==> src/rtl/pslv_pkg.sv <==
package pslv_pkg;

    localparam int CTL_W  = 8;
    localparam int STB_N  = 3;
    localparam int STB_CS = 0;
    localparam int STB_RD = 1;
    localparam int STB_WR = 2;

    typedef struct packed {
        logic       ibf;
        logic       obf;
        logic       ovf;
        logic       slave_mode;
        logic [2:0] spare;
        logic       pin_in_dir;
    } ctl_t;

    typedef enum logic [1:0] {
        HS_IDLE  = 2'd0,
        HS_WRITE = 2'd1,
        HS_READ  = 2'd2
    } hs_state_e;

endpackage

==> src/rtl/pslv_strobe_sync.sv <==
module pslv_strobe_sync #(
    parameter int N      = 3,
    parameter int STAGES = 2
) (
    input  logic         clk,
    input  logic         rst_n,
    input  logic [N-1:0] raw_n,
    output logic [N-1:0] sync_n
);

    for (genvar i = 0; i < N; i++) begin : g_bit
        logic [STAGES-1:0] shreg;
        always_ff @(posedge clk or negedge rst_n) begin
            if (!rst_n) begin
                shreg <= '1;
            end else begin
                shreg <= {shreg[STAGES-2:0], raw_n[i]};
            end
        end
        assign sync_n[i] = shreg[STAGES-1];
    end

endmodule

==> src/rtl/pslv_host_fsm.sv <==
module pslv_host_fsm
    import pslv_pkg::*;
(
    input  logic clk,
    input  logic rst_n,
    input  logic mode,
    input  logic cs_n_s,
    input  logic rd_n_s,
    input  logic wr_n_s,
    output logic host_wr_evt,
    output logic host_rd_done
);

    hs_state_e state_q;
    hs_state_e state_d;
    logic      wr_act;
    logic      rd_act;

    assign wr_act = !cs_n_s && !wr_n_s;
    assign rd_act = !cs_n_s && !rd_n_s;

    always_ff @(posedge clk or negedge rst_n) begin
        if (!rst_n) begin
            state_q <= HS_IDLE;
        end else begin
            state_q <= state_d;
        end
    end

    always_comb begin
        state_d      = state_q;
        host_wr_evt  = 1'b0;
        host_rd_done = 1'b0;
        unique case (state_q)
            HS_IDLE: begin
                if (mode && wr_act) begin
                    state_d     = HS_WRITE;
                    host_wr_evt = 1'b1;
                end else if (mode && rd_act) begin
                    state_d = HS_READ;
                end
            end
            HS_WRITE: begin
                if (!mode || !wr_act) begin
                    state_d = HS_IDLE;
                end
            end
            HS_READ: begin
                if (!mode) begin
                    state_d = HS_IDLE;
                end else if (!rd_act) begin
                    state_d      = HS_IDLE;
                    host_rd_done = 1'b1;
                end
            end
            default: state_d = HS_IDLE;
        endcase
    end

endmodule

==> src/rtl/pslv_ctl_reg.sv <==
module pslv_ctl_reg
    import pslv_pkg::*;
#(
    parameter logic [CTL_W-1:0] POR_CTL    = 8'h0F,
    parameter bit               IGNORE_WDT = 1'b0
) (
    input  logic             clk,
    input  logic             rst_n,
    input  logic             sys_rst,
    input  logic             sys_rst_wdt,
    input  logic             ctl_wr,
    input  logic [CTL_W-1:0] ctl_wdata,
    input  logic             cpu_dat_rd,
    input  logic             cpu_dat_wr,
    input  logic             host_wr_evt,
    input  logic             host_rd_done,
    output ctl_t             ctl_q
);

    localparam logic [CTL_W-1:0] POR_SAFE = POR_CTL & 8'h1F;

    ctl_t ctl_d;
    ctl_t wr_c;
    logic reset_hit;

    assign wr_c      = ctl_t'(ctl_wdata);
    assign reset_hit = sys_rst && !(IGNORE_WDT && sys_rst_wdt);

    always_comb begin
        ctl_d = ctl_q;
        if (ctl_wr) begin
            ctl_d.slave_mode = wr_c.slave_mode;
            ctl_d.spare      = wr_c.spare;
            ctl_d.pin_in_dir = wr_c.pin_in_dir;
            ctl_d.ovf        = ctl_q.ovf & wr_c.ovf;
        end
        if (ctl_q.slave_mode) begin
            if (cpu_dat_rd)   ctl_d.ibf = 1'b0;
            if (host_rd_done) ctl_d.obf = 1'b0;
            if (cpu_dat_wr)   ctl_d.obf = 1'b1;
            if (host_wr_evt) begin
                ctl_d.ibf = 1'b1;
                ctl_d.ovf = ctl_d.ovf | (ctl_q.ibf & !cpu_dat_rd);
            end
        end
        if (ctl_wr && !wr_c.slave_mode) begin
            ctl_d.ibf = 1'b0;
            ctl_d.obf = 1'b0;
            ctl_d.ovf = 1'b0;
        end
    end

    always_ff @(posedge clk or negedge rst_n) begin
        if (!rst_n) begin
            ctl_q <= ctl_t'(POR_SAFE);
        end else if (reset_hit) begin
            ctl_q <= ctl_t'(POR_SAFE);
        end else begin
            ctl_q <= ctl_d;
        end
    end

endmodule

==> src/rtl/pslv_port_ctrl.sv <==
module pslv_port_ctrl
    import pslv_pkg::*;
#(
    parameter int               DW         = 8,
    parameter logic [DW-1:0]    EN_MASK    = '1,
    parameter logic [CTL_W-1:0] POR_CTL    = 8'h0F,
    parameter bit               IGNORE_WDT = 1'b0
) (
    input  logic             clk,
    input  logic             rst_n,
    input  logic             sys_rst,
    input  logic             sys_rst_wdt,
    input  logic             ctl_wr,
    input  logic [CTL_W-1:0] ctl_wdata,
    output logic [CTL_W-1:0] ctl_rdata,
    input  logic             dat_wr,
    input  logic             dat_rd,
    input  logic [DW-1:0]    dat_wdata,
    output logic [DW-1:0]    dat_rdata,
    input  logic [DW-1:0]    pin_in,
    output logic [DW-1:0]    pin_out,
    output logic             pin_oe,
    input  logic             hst_cs_n,
    input  logic             hst_rd_n,
    input  logic             hst_wr_n
);

    ctl_t          ctl_q;
    logic          mode;
    logic [STB_N-1:0] stb_raw_n;
    logic [STB_N-1:0] stb_sync_n;
    logic          host_wr_evt;
    logic          host_rd_done;
    logic          host_rd_raw;
    logic [DW-1:0] latch_q;
    logic [DW-1:0] obuf_q;
    logic [DW-1:0] ibuf_q;
    logic          latch_we;

    assign mode = ctl_q.slave_mode;

    assign stb_raw_n[STB_CS] = hst_cs_n;
    assign stb_raw_n[STB_RD] = hst_rd_n;
    assign stb_raw_n[STB_WR] = hst_wr_n;

    pslv_strobe_sync #(.N(STB_N), .STAGES(2)) u_sync (
        .clk    (clk),
        .rst_n  (rst_n),
        .raw_n  (stb_raw_n),
        .sync_n (stb_sync_n)
    );

    pslv_host_fsm u_fsm (
        .clk          (clk),
        .rst_n        (rst_n),
        .mode         (mode),
        .cs_n_s       (stb_sync_n[STB_CS]),
        .rd_n_s       (stb_sync_n[STB_RD]),
        .wr_n_s       (stb_sync_n[STB_WR]),
        .host_wr_evt  (host_wr_evt),
        .host_rd_done (host_rd_done)
    );

    pslv_ctl_reg #(.POR_CTL(POR_CTL), .IGNORE_WDT(IGNORE_WDT)) u_ctl (
        .clk          (clk),
        .rst_n        (rst_n),
        .sys_rst      (sys_rst),
        .sys_rst_wdt  (sys_rst_wdt),
        .ctl_wr       (ctl_wr),
        .ctl_wdata    (ctl_wdata),
        .cpu_dat_rd   (dat_rd),
        .cpu_dat_wr   (dat_wr),
        .host_wr_evt  (host_wr_evt),
        .host_rd_done (host_rd_done),
        .ctl_q        (ctl_q)
    );

    assign latch_we = dat_wr && !mode && (|((dat_wdata ^ latch_q) & EN_MASK));

    always_ff @(posedge clk or negedge rst_n) begin
        if (!rst_n) begin
            latch_q <= '0;
            obuf_q  <= '0;
            ibuf_q  <= '0;
        end else begin
            if (latch_we)          latch_q <= dat_wdata & EN_MASK;
            if (dat_wr && mode)    obuf_q  <= dat_wdata;
            if (host_wr_evt)       ibuf_q  <= pin_in;
        end
    end

    assign host_rd_raw = !hst_cs_n && !hst_rd_n;
    assign dat_rdata   = mode ? ibuf_q : pin_in;
    assign pin_out     = mode ? obuf_q : latch_q;
    assign pin_oe      = mode ? host_rd_raw : !ctl_q.pin_in_dir;
    assign ctl_rdata   = ctl_q;

endmodule

==> config.mk <==
export PLATFORM = sky130hd
export DESIGN_NAME = pslv_port_ctrl
export DESIGN_NICKNAME = d
export VERILOG_FILES = /design/src/rtl/pslv_pkg.sv /design/src/rtl/pslv_strobe_sync.sv /design/src/rtl/pslv_host_fsm.sv /design/src/rtl/pslv_ctl_reg.sv /design/src/rtl/pslv_port_ctrl.sv
export SDC_FILE = /design/constraint.sdc
export NUM_CORES = 1
export LEC_CHECK = 0
export BUFFER_PORTS_ARGS = -buffer_cell sky130_fd_sc_hd__buf_2
export CORE_MARGIN = 4
export CORE_UTILIZATION = 45
export DETAILED_ROUTE_END_ITERATION = 6
export PLACE_DENSITY_LB_ADDON = 0.15
export SYNTH_ARGS = -nofsm -noshare
export SYNTH_HDL_FRONTEND = slang
export SYNTH_HIERARCHICAL = 1
export SYNTH_SLANG_ARGS = --single-unit
==> constraint.sdc <==
create_clock -name clk -period 4.22 [get_ports clk]
set_input_delay 0 -clock clk [delete_from_list [all_inputs] [get_ports clk]]
set_output_delay 0 -clock clk [all_outputs]
set_load 0.01 [all_outputs]
==> impl_metrics.yaml <==
pwr:
  leakagePower_uw: 0.00113
  power_uw: 1010
  p_per_area_nw_per_um2: 410
  peakVddDrop_v: 0.000204
detailed_routing:
  vias: 1295
  routed_wl_um: 3780
  drtIter0Drc: 57
  drc_errors: 0
  vias_per_cell: 4.96
  wl_per_cell_um: 14.5
  postRouteAntennaNets: 0
  drt_pass1_iterations: 4
sta:
  min_period_ps: 1960
  setup_tns_ps: 0
  clock_skew_ps: 8.51
  rsz0062_at_grt: "false"
  final_hold_viol_count: 0
  slew_viol_final: 0
  fin_crit_sh: 0.465
  worst_slack_ps: 2260
  relSlewSlack: 0.418
  worst_slew_pin_slew_ps: 873
  max_freq_mhz: 510
  setup_viol: 0
worst_setup_path:
  path_class: "flop to flop"
  timing.critical_path.buf_inv: 1
  start_kind: "flop"
  cp.required_ps: 4450
  critPathArrivalTime_ps: 2190
  path_cells: "or3b_1 > nor3_1 > nand4b_1 > a21oi_1 > dlygate4sd3_1"
  crit_path_end_kind: "flop"
  crit_family: "simple AND/OR/NAND/NOR gates"
  crit_path_max_fanout: 3
  crit_path_max_incr_delay_ps: 550
  slowest_stage: "dlygate4sd3_1"
logic_synthesis:
  yosys_register_bits: 40
  avgSynthCellArea_um2: 13.7
  syn_area_um2: 1800
  syn_inst: 131
  yosys_warnings: 6
  seq_area_frac_synth: 0.564
  synth_nets: 165
  synth.distinct_cells: 23
final_layout:
  fin_area_um2: 2470
  drive_above_1_share: 0.554
  final_common_cell: "buf_2"
  syn_to_final_growth_pct: 37.3
  post-route-util: 0.654
  layout_common_cells: "55 x buf_2, 40 x mux2_2, 30 x dfrtp_1"
  antenna_cells: 0
  finalNetCount: 246
floorplanning:
  io_pins: 59
  rows: 22
  die_x_um: 71.2
  dieArea_um2: 5070
  start_util: 0.476
  core_area_um2: 3770
  die_y_um: 71.2
clocking:
  cts_sinks: 40
  clk_pin_slew_ps: 80
  htreeDepth: 2
  clkLatencyLatePin_ps: 290
  cts_tree: "yes"
  cts_made_buffers: 5
  ctsResizeCount: 0
  root_buffer: "clkbuf_8"
  clockBufferDepth: 2
run:
  drv_cap: 0
global_routing:
  grt_pass1_vias: 1389
  antenna_found_initial: 0
  track_usage: 0.159
  grt_start_max_net_pins: 41
  grt-ovfl-total: 0
  grt_pass1_wl_um: 6230
place:
  finalWeightedCongestion: 0.757
  dp_hpwl_um: 2530
  preCtsSetupSlack_ps: 2490
  portBuffers: 55
  placement.cell_area_um2: 2110
worst_hold_path:
  min_path_type: "primary input to flop"
outcome:
  status: "complete, no violations"
==> cell usage after synthesis <==
library cell,count,share of area
o21ai_0,2,0.0056
nand2b_1,1,0.0035
dfrtp_1,30,0.42
nor4_1,2,0.0070
nand4b_1,1,0.0049
dfstp_2,10,0.15
nor3_1,3,0.0084
a211o_1,4,0.019
inv_2,1,0.0021
a22oi_1,2,0.0084
nor2_1,7,0.015
mux2_2,40,0.25
o21bai_4,1,0.010
buf_2,2,0.0056
a21oi_1,1,0.0028
buf_4,3,0.013
nor4b_1,1,0.0049
a21oi_2,1,0.0049
or3b_1,1,0.0049
nand2_1,5,0.010
and2_1,4,0.014
clkbuf_1,1,0.0021
xor2_1,8,0.039
==> registers in the layout, summed over array words and instances (netlist names) <==
name	flops
ibuf_q	8
latch_q	8
obuf_q	8
u_ctl/ctl_q	8
u_sync/g_bit.shreg	6
u_fsm/state_q	2
==> final timing paths <==
| check | start | end | slack, ps | cells past startpoint |
|---|---|---|---|---|
| setup / recovery | u_sync/g_bit[0].shreg[1]$_DFF_PN1_ | u_ctl/ctl_q[5]$_DFF_PN0_ | 2260 | 5 |
| hold / removal | ctl_wdata[4] | u_ctl/ctl_q[4]$_DFFE_PN0P_ | 10 | 3 |
| setup reg to reg | u_sync/g_bit[0].shreg[1]$_DFF_PN1_ | u_ctl/ctl_q[5]$_DFF_PN0_ | 2260 | 5 |
| hold reg to reg | u_sync/g_bit[0].shreg[0]$_DFF_PN1_ | u_sync/g_bit[0].shreg[1]$_DFF_PN1_ | 360 | 0 |
| max in group asynchronous | rst_n | ibuf_q[1]$_DFFE_PN0P_ | 3310 | 2 |
| min in group asynchronous | rst_n | ibuf_q[7]$_DFFE_PN0P_ | 360 | 2 |
==> cell type report <==
cell class / count / area, µm²
Clock buffer: 7 / 96.3
Clock inverter: 1 / 30.0
Fill cell: 299 / 1300
Inverter: 1 / 3.75
Multi-Input combinational cell: 84 / 743
Sequential cell: 40 / 1010
Tap cell: 48 / 60.1
Timing Repair Buffer: 80 / 520
==> report_power, final <==
part           internal, µW  switching, µW
clock                   209            128
sequential              444           31.0
combinational           116           83.3
==> stage by stage <==
stage               hold WS, ps  cells
global route               12.1    261
detailed placement          107    230
CTS                        4.32    261
floorplan                  -296    131
global placement            106    230
finish                     12.7    261
==> metal layers <==
| layer | up-vias | part of all wire | global-route usage |
|---|---|---|---|
| li1 | 624 | - | - |
| met1 | 626 | 0.41 | 0.179 |
| met2 | 40 | 0.52 | 0.279 |
| met3 | 5 | 0.057 | 0.0526 |
| met4 | 0 | 0.013 | 0.0564 |
| met5 | - | 0 | 0 |
==> repair_timing <==
item                                    in CTS  in global routing
hold buffers                                23                  0
endpoints found under the hold margin       62                  0
setup buffers                                0                  0
endpoints found under the setup margin       0                  0
==> tightest hold or removal path, cell delays in order <==
cell      delay (ps)
buf_2            100
o21bai_4          70
nor2_1            90
==> logic make-up (layout without fill, tap and decap cells) <==
logic type,after synthesis,count (layout),share of synthesized area
and+or+nand+nor,25,25,0.0724
muxes,40,40,0.251
buffers and inverters,7,89,0.0223
xor gates and xnor gates,8,8,0.0390
DFF,40,40,0.564
AOI/OAI and AO/OA,11,11,0.0515
Note: power is estimated with default switching activity, not from simulation.
